[src/rtl/rsc_pkg.sv]
package rsc_pkg;
    localparam int CAUSE_W   = 7;
    localparam int B_BOR_N   = 0;
    localparam int B_PIN_N   = 1;
    localparam int B_SWR_N   = 2;
    localparam int B_WDT_N   = 3;
    localparam int B_WDT_WIN = 4;
    localparam int B_OVF     = 5;
    localparam int B_UNF     = 6;
    localparam logic [CAUSE_W-1:0] CAUSE_DEFAULT = 7'b000_1110;

    typedef enum logic [1:0] {
        ST_POWER = 2'd0,
        ST_DELAY = 2'd1,
        ST_HOLD  = 2'd2,
        ST_RUN   = 2'd3
    } seq_state_t;
endpackage

[src/rtl/rsc_pin_filter.sv]
module rsc_pin_filter #(
    parameter int FILT_TICKS = 4
) (
    input  logic clk,
    input  logic por_req,
    input  logic slow_tick,
    input  logic pin_n,
    output logic pin_low
);
    localparam int CW = (FILT_TICKS > 1) ? $clog2(FILT_TICKS) : 1;

    logic          sync0, sync1;
    logic [CW-1:0] low_cnt;

    always_ff @(posedge clk or posedge por_req) begin
        if (por_req) begin
            sync0 <= 1'b1;
            sync1 <= 1'b1;
        end else begin
            sync0 <= pin_n;
            sync1 <= sync0;
        end
    end

    always_ff @(posedge clk or posedge por_req) begin
        if (por_req) begin
            low_cnt <= '0;
            pin_low <= 1'b0;
        end else if (sync1) begin
            low_cnt <= '0;
            pin_low <= 1'b0;
        end else if (slow_tick && !pin_low) begin
            if (low_cnt == CW'(FILT_TICKS - 1)) begin
                pin_low <= 1'b1;
            end else begin
                low_cnt <= low_cnt + 1'b1;
            end
        end
    end
endmodule

[src/rtl/rsc_sequencer.sv]
module rsc_sequencer
    import rsc_pkg::*;
#(
    parameter int PWRT_CYCLES = 2048
) (
    input  logic clk,
    input  logic por_req,
    input  logic slow_tick,
    input  logic bor_any,
    input  logic prog_exit,
    input  logic other_req,
    input  logic pwrt_en,
    output logic held
);
    localparam int DW = (PWRT_CYCLES > 1) ? $clog2(PWRT_CYCLES) : 1;

    seq_state_t    state, state_nx;
    logic [DW-1:0] dly_cnt;
    logic          dly_last;

    assign dly_last = slow_tick && (dly_cnt == DW'(PWRT_CYCLES - 1));

    always_ff @(posedge clk or posedge por_req) begin
        if (por_req) begin
            state <= ST_POWER;
        end else begin
            state <= state_nx;
        end
    end

    always_ff @(posedge clk or posedge por_req) begin
        if (por_req) begin
            dly_cnt <= '0;
        end else if (state != ST_DELAY || bor_any || prog_exit) begin
            dly_cnt <= '0;
        end else if (slow_tick) begin
            dly_cnt <= dly_cnt + 1'b1;
        end
    end

    always_comb begin
        state_nx = state;
        if (bor_any || prog_exit) begin
            state_nx = ST_POWER;                               // brownout_hit
        end else begin
            unique case (state)
                ST_POWER: state_nx = pwrt_en ? ST_DELAY : ST_HOLD; // power_release
                ST_DELAY: if (dly_last) state_nx = ST_HOLD;        // delay_done
                ST_HOLD:  if (!other_req) state_nx = ST_RUN;       // all_clear
                ST_RUN:   if (other_req) state_nx = ST_HOLD;       // request_hit
                default:  state_nx = ST_POWER;
            endcase
        end
    end

    always_comb begin
        held = (state != ST_RUN);
    end
endmodule

[src/rtl/rsc_cause_reg.sv]
module rsc_cause_reg
    import rsc_pkg::*;
(
    input  logic               clk,
    input  logic               por_req,
    input  logic               prog_exit,
    input  logic               bor_ev,
    input  logic               pin_ev,
    input  logic               swr_ev,
    input  logic               wdt_to_ev,
    input  logic               wdt_win_ev,
    input  logic               ovf_ev,
    input  logic               unf_ev,
    input  logic               wr_en,
    input  logic [CAUSE_W-1:0] wr_data,
    output logic [CAUSE_W-1:0] cause
);
    logic [CAUSE_W-1:0] merged;

    always_comb begin
        merged = wr_en ? wr_data : cause;
        if (bor_ev) merged[B_BOR_N] = 1'b0;
        if (pin_ev) merged[B_PIN_N] = 1'b0;
        if (swr_ev) merged[B_SWR_N] = 1'b0;
        if (wdt_to_ev || wdt_win_ev) begin
            merged[B_WDT_N]   = 1'b0;
            merged[B_WDT_WIN] = wdt_win_ev;
        end
        if (ovf_ev) merged[B_OVF] = 1'b1;
        if (unf_ev) merged[B_UNF] = 1'b1;
    end

    always_ff @(posedge clk or posedge por_req) begin
        if (por_req) begin
            cause <= CAUSE_DEFAULT;
        end else if (prog_exit) begin
            cause <= CAUSE_DEFAULT;
        end else begin
            cause <= merged;
        end
    end
endmodule

[src/rtl/rst_src_ctrl.sv]
module rst_src_ctrl
    import rsc_pkg::*;
#(
    parameter int FILT_TICKS  = 4,
    parameter int PWRT_CYCLES = 2048
) (
    input  logic               clk,
    input  logic               por_req,
    input  logic               slow_tick,
    input  logic               bor_req,
    input  logic               lpbor_req,
    input  logic               clr_pin_n,
    input  logic               wdt_timeout,
    input  logic               wdt_window,
    input  logic               sw_reset,
    input  logic               stk_ovf,
    input  logic               stk_unf,
    input  logic               prog_exit,
    input  logic               cfg_lpbor_en,
    input  logic               cfg_pin_en,
    input  logic               cfg_lvp,
    input  logic               cfg_stack_en,
    input  logic               cfg_pwrt_n,
    input  logic               cause_wr_en,
    input  logic [CAUSE_W-1:0] cause_wr_data,
    output logic [CAUSE_W-1:0] cause,
    output logic               dev_reset
);
    logic pin_low, pin_on, pin_ev, bor_any, ovf_ev, unf_ev, other_req, held;

    assign pin_on    = cfg_lvp | cfg_pin_en;
    assign pin_ev    = pin_on & pin_low;
    assign bor_any   = bor_req | (lpbor_req & cfg_lpbor_en);
    assign ovf_ev    = stk_ovf & cfg_stack_en;
    assign unf_ev    = stk_unf & cfg_stack_en;
    assign other_req = pin_ev | sw_reset | wdt_timeout | wdt_window | ovf_ev | unf_ev;

    rsc_pin_filter #(.FILT_TICKS(FILT_TICKS)) u_filt (
        .clk       (clk),
        .por_req   (por_req),
        .slow_tick (slow_tick),
        .pin_n     (clr_pin_n),
        .pin_low   (pin_low)
    );

    rsc_sequencer #(.PWRT_CYCLES(PWRT_CYCLES)) u_seq (
        .clk       (clk),
        .por_req   (por_req),
        .slow_tick (slow_tick),
        .bor_any   (bor_any),
        .prog_exit (prog_exit),
        .other_req (other_req),
        .pwrt_en   (~cfg_pwrt_n),
        .held      (held)
    );

    rsc_cause_reg u_cause (
        .clk        (clk),
        .por_req    (por_req),
        .prog_exit  (prog_exit),
        .bor_ev     (bor_any),
        .pin_ev     (pin_ev),
        .swr_ev     (sw_reset),
        .wdt_to_ev  (wdt_timeout),
        .wdt_win_ev (wdt_window),
        .ovf_ev     (ovf_ev),
        .unf_ev     (unf_ev),
        .wr_en      (cause_wr_en),
        .wr_data    (cause_wr_data),
        .cause      (cause)
    );

    always_comb begin
        dev_reset = por_req | bor_any | prog_exit | other_req | held;
    end
endmodule

[config.mk]
export PLATFORM = sky130hd
export DESIGN_NAME = rst_src_ctrl
export DESIGN_NICKNAME = d
export VERILOG_FILES = /design/src/rtl/rsc_pkg.sv /design/src/rtl/rsc_pin_filter.sv /design/src/rtl/rsc_sequencer.sv /design/src/rtl/rsc_cause_reg.sv /design/src/rtl/rst_src_ctrl.sv
export SDC_FILE = /design/constraint.sdc
export NUM_CORES = 1
export LEC_CHECK = 0
export BUFFER_PORTS_ARGS = -buffer_cell sky130_fd_sc_hd__buf_2
export CORE_MARGIN = 3
export CORE_UTILIZATION = 54
export DETAILED_ROUTE_END_ITERATION = 12
export GPL_TIMING_DRIVEN = 0
export PLACE_DENSITY = 0.82
export SLEW_MARGIN = 20
export SYNTH_ARGS = -nofsm -noshare
export SYNTH_HDL_FRONTEND = slang
export SYNTH_SLANG_ARGS = --single-unit
[constraint.sdc]
create_clock -name clk -period 2.3 [get_ports clk]
set_clock_uncertainty 0.15 [all_clocks]
set_input_delay 0.115 -clock clk [delete_from_list [all_inputs] [get_ports clk]]
set_output_delay 0.115 -clock clk [all_outputs]
set_load 0.05 [all_outputs]
==> run summary, run 1 <==
family with the most delay on the worst path - buffers and inverters
Die Y - 53.1 um
Final Routed Wirelength - 3.03 mm
clock-pin transition on the worst setup and hold timing paths - 0.14 ns
most common cell after layout, fill and taps aside - buf_2
Critical path origin - cfg_lvp
pre-CTS WS - 0.550 ns
Fin. Hold Viols - 0
gpl congestion - 0.804
Final min period - 2.18 ns
CP Launch Type - input port
crit end category - register
vias in the first global route - 1,120
Clock Latency Late Sink - 0.32 ns
drt drc - 0
Clock Tree Buf Depth - 2
Die X - 53.1 um
Root Driver - clkbuf_4
top_reg_cell synth - dfrtp_1
Crit path depth - 7
Yosys cell types - 31
internal reg-to-reg setup slack - 0.20 ns
met1 GRT Util - 26.1%
initial core utilization - 59.3%
global-route wire length before repair - 4.93 mm
gr usage total - 24.6%
vias after detailed routing - 1,078
met2 Use GR - 46.9%
IO Count - 33
cell area power density - 503 nW/um^2
CP Class - input port to register
fraction of registers with async set/reset - 100%
die area - 2820 um^2
Seq cells post-synth - 25
RSZ-0062 raised after global routing - false
worst r2r src - u_filt.pin_low
initial DRC count - 25
status - finished, final reports clean
routed len/inst - 15.7 um
initial antenna violation count - 0
GR Util met3 - 3.66%
Slew Viols, Final - 0
row count - 16
Slew Limit Headroom - 63.5%
Num Clock Sinks - 25
Worst R2R Path Depth - 5
Post-Syn Nets - 138
Avg Inst Size Synth - 10.8 um^2
Syn Inst Count - 111
Logic pwr share - 18.3%
Min Hold Slack - 0.0171 ns
CP peak stage delay - 0.62 ns
CP Data Arrival Time - 2.30 ns
sequential area share after synthesis - 52.7%
drt first pass iters - 4
CP dominant cell by count - dlygate4sd3_1
crit path buf inv count - 4
cell area after synthesis - 1200 um^2
achievable frequency - 0.459 GHz
Final Worst Setup Slack - 0.123 ns
Slowest cell on crit path - dlygate4sd3_1
I/O Buffers - 30
Req. time, crit path - 2.43 ns
crit path max fanout - 3
leakage power - 0.736 nW
DRT antenna net count - 0
setup TNS - 0 ns
Slew @ Worst Pin - 0.546 ns
most frequent cells in the layout - 31 x buf_2, 21 x dlygate4sd3_1, 20 x dfrtp_1
synth-to-layout area growth - 35.5%
final setup violation count - 0
Int Pwr - 593 uW
NumNets Final - 194
GR peak layer - met2
grt total ovfl - 0
crit-path cells - dlygate4sd3_1, buf_2, o21ai_1, dlygate4sd3_1, nand2_1, dlygate4sd3_1, nand2_1
sequential cell fraction of total power - 57.6%
Final Cycle Share - 94.6%
RR Endpoint - u_cause.cause[1]
layout cells sized above 1 - 27.7%
H-tree depth - 1
hpwl dp - 1.86 mm
ANT cells - 0
Psw - 224 uW
TritonCTS clock tree - done
Core Box Area - 2020 um^2
peak supply drop - 0.608 mV
pin count of the biggest net entering global routing - 27
number of synthesized flops with an enable pin - 0
maxcap violations - 0
Min-Delay Path Class - input port to register
CTS buffer count - 3
post-CTS setup buffers - 0
yosys synthesis warning count - 0
Critical Path Sink - u_cause.cause[1]
drt via density - 5.59
Switching Share - 27.4%
Clk pwr share - 24.1%
## sequential cells by signal, indices dropped and copies added, names as in the netlist
| name | cells |
|---|---|
| u_seq.dly_cnt | 11 |
| u_cause.cause | 7 |
| u_filt.low_cnt | 2 |
| u_seq.state | 2 |
| u_filt.pin_low | 1 |
| u_filt.sync0 | 1 |
| u_filt.sync1 | 1 |
## per-stage QoR
stage	cells	power, mW	util, %	instance area, um^2
after floorplan	111	0.552	-	1200
after global placement	168	0.588	68.4	1380
after detailed placement	168	0.594	68.4	1380
after CTS	193	0.812	80.1	1620
after global routing	193	0.853	80.3	1620
final	193	0.816	80.3	1620
## how the worst min path moves through the flow
stage,start,endpoint,cells after the start
floorplan,clr_pin_n,u_filt.sync0,0
global placement,clr_pin_n,u_filt.sync0,1
detailed placement,clr_pin_n,u_filt.sync0,1
CTS,cfg_pwrt_n,u_seq.state[0],3
global route,cfg_pwrt_n,u_seq.state[0],3
finish,cfg_pwrt_n,u_seq.state[0],3
## layout make-up
cell class	count	area (um^2)
clock inverters	1	5.00
flip-flops and latches	25	632
well taps	27	33.8
inverters	4	18.8
plain buffers	2	16.3
fillers	137	398
multi-input cells	80	536
repair buffers	51	360
clock buffers	3	22.5
## cells in the mapped netlist, drive strengths merged, types with 2 or more instances
cell	count	area share, %
ha	2	2.1
inv	4	1.3
xor2	3	2.2
o31ai	3	1.9
nor4	2	1.0
nand2	9	2.8
nand3	3	1.3
xnor2	2	1.5
dfstp	5	11
nor2	10	3.1
mux2i	9	7.5
o21ai	6	2.5
nor2b	2	1.0
buf	2	1.4
a21oi	8	3.3
or3	3	1.7
or4	2	1.3
dfrtp	20	42
nand4	7	4.9
## routing by layer
metal	vias up	routed length, um
met2	41	1630
met1	515	1160
met3	9	155
met4	0	84
li1	513	-
met5	-	0
## repair_timing
item	CTS	global route
setup endpoints to repair	0	2
endpoints found under the hold margin	34	0
hold buffers	21	0
resized for setup	0	2
## worst reg2reg max path, cell delays in order, from the launching register on
cell and delay (ns):
dfrtp_1 0.42, o21ai_1 0.16, dlygate4sd3_1 0.62, nand2_1 0.05, dlygate4sd3_1 0.55, nand2_1 0.09
## cells by family after synthesis
| kind of cell | share of synthesized area, % |
|---|---|
| AO/OA/AOI/OAI | 10.9 |
| flip-flops | 52.7 |
| AND/OR/NAND/NOR | 19.6 |
| XOR/XNOR | 3.65 |
| multiplexers | 8.46 |
| adder cells (fa/ha/maj) | 2.09 |
| buffers and inverters | 2.61 |
## power by group through the flow
| stage | Clock [mW] | Combinational (mW) | Sequential (mW) |
|---|---|---|---|
| floorplan | 0 | 0.0478 | 0.505 |
| global placement | 0 | 0.112 | 0.476 |
| detailed placement | 0 | 0.117 | 0.477 |
| CTS | 0.197 | 0.146 | 0.469 |
| global route | 0.220 | 0.161 | 0.472 |
| finish | 0.197 | 0.150 | 0.470 |
No activity file was read; power rests on OpenSTA's default activity.
==> run 2: changes to the inputs <==
Settings changed: ABC_AREA set to 1, CORE_UTILIZATION 54 to 55.
==> run summary, run 2 <==
CP Launch Type - register
I/O Buffers - 31 (+3.3%)
initial DRC count - 24 (-4.0%)
CP Data Arrival Time - 2.27 ns (-0.03 ns)
Num Clock Sinks - 25 (unchanged)
top_reg_cell synth - dfrtp_1
Final Routed Wirelength - 3.06 mm (+0.96%)
gpl congestion - 0.796 (-0.96%)
cell area after synthesis - 1280 um^2 (+7.2%)
Syn Inst Count - 159 (+43%)
crit path max fanout - 4 (+1)
drt first pass iters - 4 (unchanged)
area leader, netlist - dfrtp_1
leakage power - 0.779 nW (+5.8%)
final setup violation count - 0 (unchanged)
pin count of the biggest net entering global routing - 27 (unchanged)
cell area power density - 491 nW/um^2 (-2.3%)
met3 WL - 119 um (-23%)
RSZ-0062 raised after global routing - false
maxcap violations - 0 (unchanged)
Post-synth top cells - 36 x nand2_1, 28 x nor2_1, 20 x dfrtp_1
drt via density - 5.10 (-8.6%)
number of flip-flops in the largest register - 11 (unchanged)
Fillers - 143 (+4.4%)
DRT antenna net count - 0 (unchanged)
Final min period - 2.15 ns (-0.0237 ns)
post-CTS setup buffers - 0 (unchanged)
Slowest cell on crit path - dlygate4sd3_1
Worst R2R Path Depth - 5 (unchanged)
wl on met1 - 1.37 mm (+18%)
crit path buf inv count - 2 (-2)
hpwl dp - 2.04 mm (+9.7%)
Clock Tree Buf Depth - 2 (unchanged)
Slew Limit Headroom - 36.1% (-27 points)
Final Cycle Share - 93.6% (-1.0 points)
Req. time, crit path - 2.42 ns (about the same)
crit end category - register
H-tree depth - 1 (unchanged)
Area contributors post-synth - dfrtp_1 39%, nand2_1 11%, dfstp_2 10%, nor2_1 8.2%, inv_1 5.3%
most frequent cells in the layout - 36 x nand2_1, 31 x buf_2, 28 x nor2_1
Min-Delay Path Class - input port to register
grt total ovfl - 0 (unchanged)
setup TNS - 0 ns (unchanged)
vias in the first global route - 1,255 (+12%)
Post-Syn Nets - 186 (+35%)
drt drc - 0 (unchanged)
Seq cells post-synth - 25 (unchanged)
Finished Core Util - 80.7% (+0.39 points)
post-synth top area share - 38.9% (-2.8 points)
crit-path cells - o21ai_0, nand3_1, dlygate4sd3_1, nand3_1, dlygate4sd3_1
die area - 2950 um^2 (+4.6%)
Most flops, register - u_seq.dly_cnt
largest registers - u_seq.dly_cnt: 11 flops, u_cause.cause: 7 flops
status - finished, final reports clean
Core Box Area - 2080 um^2 (+3.0%)
Die X - 54.3 um (+2.3%)
Slew Viols, Final - 0 (unchanged)
NumNets Final - 240 (+24%)
row count - 16 (unchanged)
CTS buffer count - 3 (unchanged)
CP Class - register to register
number of synthesized flops with an enable pin - 0 (unchanged)
most common cell after layout, fill and taps aside - nand2_1
fraction of registers with async set/reset - 100% (unchanged)
IO Count - 33 (unchanged)
Slew @ Worst Pin - 0.958 ns (+0.412 ns)
initial core utilization - 61.7% (+2.4 points)
Hold Path Cell Cnt - 4 (+1)
yosys synthesis warning count - 0 (unchanged)
Clock Latency Late Sink - 0.32 ns (about the same)
peak supply drop - 0.427 mV (-30%)
highest metal used - met4
Crit path depth - 5 (-2)
Root Driver - clkbuf_4
ANT cells - 0 (unchanged)
clock-pin transition on the worst setup and hold timing paths - 0.14 ns (about the same)
family with the most delay on the worst path - buffers and inverters
achievable frequency - 0.464 GHz (+1.1%)
Yosys cell types - 25 (-19%)
synth-to-layout area growth - 30.8%
Die Y - 54.3 um (+2.3%)
TritonCTS clock tree - done
met2 wire length - 1.51 mm (-7.6%)
vias after detailed routing - 1,220 (+13%)
routed len/inst - 12.8 um (-18%)
sequential area share after synthesis - 49.2% (-3.5 points)
initial antenna violation count - 0 (unchanged)
layout cells sized above 1 - 23.6% (-4.1 points)
Fin. Hold Viols - 0 (unchanged)
CTS hold repair buffers - 18 (-14%)
Avg Inst Size Synth - 8.08 um^2 (-25%)
global-route wire length before repair - 5.15 mm (+4.6%)
most common cell in the netlist - nand2_1
CP peak stage delay - 0.58 ns (-0.04 ns)
gr usage total - 24.8% (+0.25 points)
post-CTS sizing - 0 (unchanged)
-- run 2: through the flow --
step           hold WS [ns]  setup slack (ns)  area [um^2]  instances  total power, mW
2_1_floorplan       -0.0305             0.893         1280        159            0.563
3_3_place_gp         0.0719             0.759         1470        217            0.603
3_5_place_dp         0.0716             0.716         1470        217            0.608
4_1_cts              0.0229             0.162         1680        239            0.822
5_1_grt              0.0208            0.0354         1680        239            0.864
6_report             0.0177             0.147         1680        239            0.825
-- run 2: final cells by class --
class                           instances  area, um^2  share of cell area [%]
Multi-Input combinational cell        114         574                    34.2
Buffer                                  1        7.51                   0.447
Inverter                               19        71.3                    4.24
Sequential cell                        25         632                    37.6
Timing Repair Buffer                   49         335                    20.0
Clock buffer                            4        26.3                    1.56
Tap cell                               27        33.8                    2.01
-- run 2: cell families after synthesis --
| group | after synthesis | share of synthesized area [%] |
|---|---|---|
| AOI/OAI and AO/OA | 24 | 10.3 |
| buffers and inverters | 20 | 6.13 |
| and+or+nand+nor | 87 | 31.6 |
| adders and majority gates | 2 | 1.95 |
| muxes | 1 | 0.779 |
| DFF | 25 | 49.2 |
-- run 2: worst paths after layout --
kind,endpoint,from,slack [ns]
hold reg to reg,u_filt.sync1,u_filt.sync0,0.22
hold / removal,u_cause.cause[6],cause_wr_data[6],0.02
max in group asynchronous,u_seq.dly_cnt[9],por_req,1.03
setup / recovery,u_cause.cause[1],u_filt.pin_low,0.15
min in group asynchronous,u_cause.cause[4],por_req,0.38
setup reg to reg,u_cause.cause[1],u_filt.pin_low,0.15
-- run 2: routing by layer --
layer	up-vias	GRT usage [%]
met5	-	0
met4	0	12.4
met3	8	4.36
met2	29	43.8
met1	558	28.6
li1	625	-
-- run 2: worst min-delay path, stage by stage --
cell and delay [ns]:
buf_2 0.07, nand2_1 0.04, a21oi_1 0.13, a31o_2 0.11
-- run 2: power breakdown --
group,total [mW],internal (mW),switching (mW)
Sequential,0.472,0.461,0.0116
Combinational,0.154,0.0630,0.0905
Clock,0.199,0.0678,0.132
Total,0.825,0.591,0.234
==> run 3: changes to the inputs <==
Settings changed: ABC_AREA 1 to 0, CELL_PAD_IN_SITES_DETAIL_PLACEMENT set to 1, CELL_PAD_IN_SITES_GLOBAL_PLACEMENT set to 1, CORE_UTILIZATION 55 to 42, PLACE_DENSITY 0.82 to not set, PLACE_DENSITY_LB_ADDON set to 0.1.
==> run summary, run 3 (synthesized netlist as in run 1, its figures left out) <==
status - finished, final reports clean
Most flops, register - u_seq.dly_cnt
Final Routed Wirelength - 3.50 mm (+14%)
Clock Tree Buf Depth - 2 (unchanged)
number of flip-flops in the largest register - 11 (unchanged)
RR Endpoint - u_cause.cause[1]
Critical Path Sink - u_cause.cause[1]
worst r2r src - u_filt.pin_low
maxcap violations - 0 (unchanged)
Die Y - 59.4 um (+9.4%)
CP Data Arrival Time - 2.26 ns (about the same)
crit path max fanout - 3 (-1)
I/O Buffers - 30 (-3.2%)
grt total ovfl - 0 (unchanged)
Slew @ Worst Pin - 0.571 ns (-0.386 ns)
Clk pwr share - 24.6% (+0.4 points)
leakage power - 0.735 nW (-5.7%)
drt via density - 5.67 (+11%)
RSZ-0062 raised after global routing - false
drt first pass iters - 4 (unchanged)
Switching Share - 28.3% (about the same)
vias after detailed routing - 1,111 (-8.9%)
Slew Limit Headroom - 61.8% (+26 points)
area of the multi-input gates - 536 um^2 (-6.8%)
initial core utilization - 46.3% (-15 points)
Reg area - 632 um^2 (unchanged)
Num Clock Sinks - 25 (unchanged)
most frequent cells in the layout - 31 x buf_2, 21 x dlygate4sd3_1, 20 x dfrtp_1
final setup violation count - 0 (unchanged)
ANT cells - 0 (unchanged)
setup TNS - 0 ns (unchanged)
area post-placement - 1390 um^2 (-5.9%)
CTS buffer count - 3 (unchanged)
achievable frequency - 0.468 GHz (+0.86%)
synth-to-layout area growth - 35.8%
clock-pin transition on the worst setup and hold timing paths - 0.15 ns (about the same)
hpwl dp - 2.27 mm (+11%)
Final min period - 2.13 ns (-0.0184 ns)
vias in the first global route - 1,235 (-1.6%)
post-route insts no fill - 196 (-18%)
Logic pwr share - 18.5% (about the same)
die area - 3530 um^2 (+20%)
Final Cycle Share - 92.8% (-0.80 points)
Min-Delay Path Class - input port to register
H-tree depth - 1 (unchanged)
cell area power density - 508 nW/um^2 (+3.4%)
Clock Latency Late Sink - 0.31 ns (about the same)
sequential cell fraction of total power - 56.9% (-0.3 points)
CP Class - input port to register
global-route wire length before repair - 5.91 mm (+15%)
gpl congestion - 0.734 (-7.7%)
TritonCTS clock tree - done
Int Pwr - 592 uW (+0.14%)
Fin. Hold Viols - 0 (unchanged)
DRT antenna net count - 0 (unchanged)
Die X - 59.4 um (+9.4%)
placed insts - 171 (-21%)
most common cell after layout, fill and taps aside - buf_2
row count - 18 (+2)
Hold Path Cell Cnt - 4 (unchanged)
Req. time, crit path - 2.42 ns (about the same)
Critical path origin - cfg_lvp
CP Launch Type - input port
Slew Viols, Final - 0 (unchanged)
final instance area - 1630 um^2 (-3.1%)
Psw - 234 uW (+0.13%)
Final Worst Setup Slack - 0.165 ns (+0.0184 ns)
drt drc - 0 (unchanged)
gr usage total - 22.2% (-2.6 points)
layout cells sized above 1 - 27.7% (+4.1 points)
crit end category - register
IO Count - 33 (unchanged)
peak supply drop - 0.416 mV (-2.6%)
pre-CTS WS - 0.618 ns (-0.0980 ns)
Fillers - 288 (+100%)
internal reg-to-reg setup slack - 0.25 ns (+0.10 ns)
pin count of the biggest net entering global routing - 27 (unchanged)
post-CTS setup buffers - 0 (unchanged)
largest registers - u_seq.dly_cnt: 11 flops, u_cause.cause: 7 flops
initial antenna violation count - 0 (unchanged)
initial DRC count - 26 (+8.3%)
Worst R2R Path Depth - 5 (unchanged)
NumNets Final - 194 (-19%)
Root Driver - clkbuf_4
total power - 826 uW (+0.14%)
routed len/inst - 17.8 um (+39%)
Core Box Area - 2590 um^2 (+24%)
run 3: worst min-delay path by stage:
stage | start | end | slack [ns]
floorplan | clr_pin_n | u_filt.sync0 | -0.03
global placement | clr_pin_n | u_filt.sync0 | 0.07
detailed placement | clr_pin_n | u_filt.sync0 | 0.07
CTS | cfg_lpbor_en | u_seq.state[0] | 0.004
global route | cfg_lpbor_en | u_seq.dly_cnt[9] | 0.04
finish | cfg_lpbor_en | u_seq.state[0] | 0.02
run 3: cell type report:
type | instances | area share [%]
sequential | 25 | 38.8
multi-input combinational | 80 | 32.9
timing repair buffer | 51 | 22.1
tap | 30 | 2.31
clock buffer | 3 | 1.38
inverter | 4 | 1.15
buffer | 2 | 0.999
clock inverter | 1 | 0.307
run 3: power by group through the flow:
stage	sequential, mW	combinational, mW	clock [mW]
floorplan	0.505	0.0478	0
global placement	0.476	0.113	0
detailed placement	0.478	0.119	0
CTS	0.470	0.149	0.205
global route	0.472	0.166	0.223
finish	0.470	0.153	0.203
run 3: per-layer routing:
layer	global-route usage (%)	wire length [um]
met4	5.18	78
met2	42.7	1910
met5	0	0
met1	25.9	1400
met3	2.40	110
run 3: timing repair:
action                                  in CTS  in global routing
hold buffers                                21                  0
hold endpoints to repair                    34                  0
endpoints found under the setup margin       0                  2
gates resized for setup                      0                  2
run 3: worst max-delay path, cell delays in order:
cell           delay, ns
dlygate4sd3_1       0.54
buf_2               0.13
o21ai_1             0.23
dlygate4sd3_1       0.59
nand2_1             0.04
dlygate4sd3_1       0.55
nand2_1             0.07
run 3: metrics by stage:
step                hold WS, ns  util, %
finish                   0.0182     62.9
floorplan               -0.0305        -
CTS                     0.00440     62.7
detailed placement       0.0713     53.5
global route             0.0364     62.9
global placement         0.0713     53.5
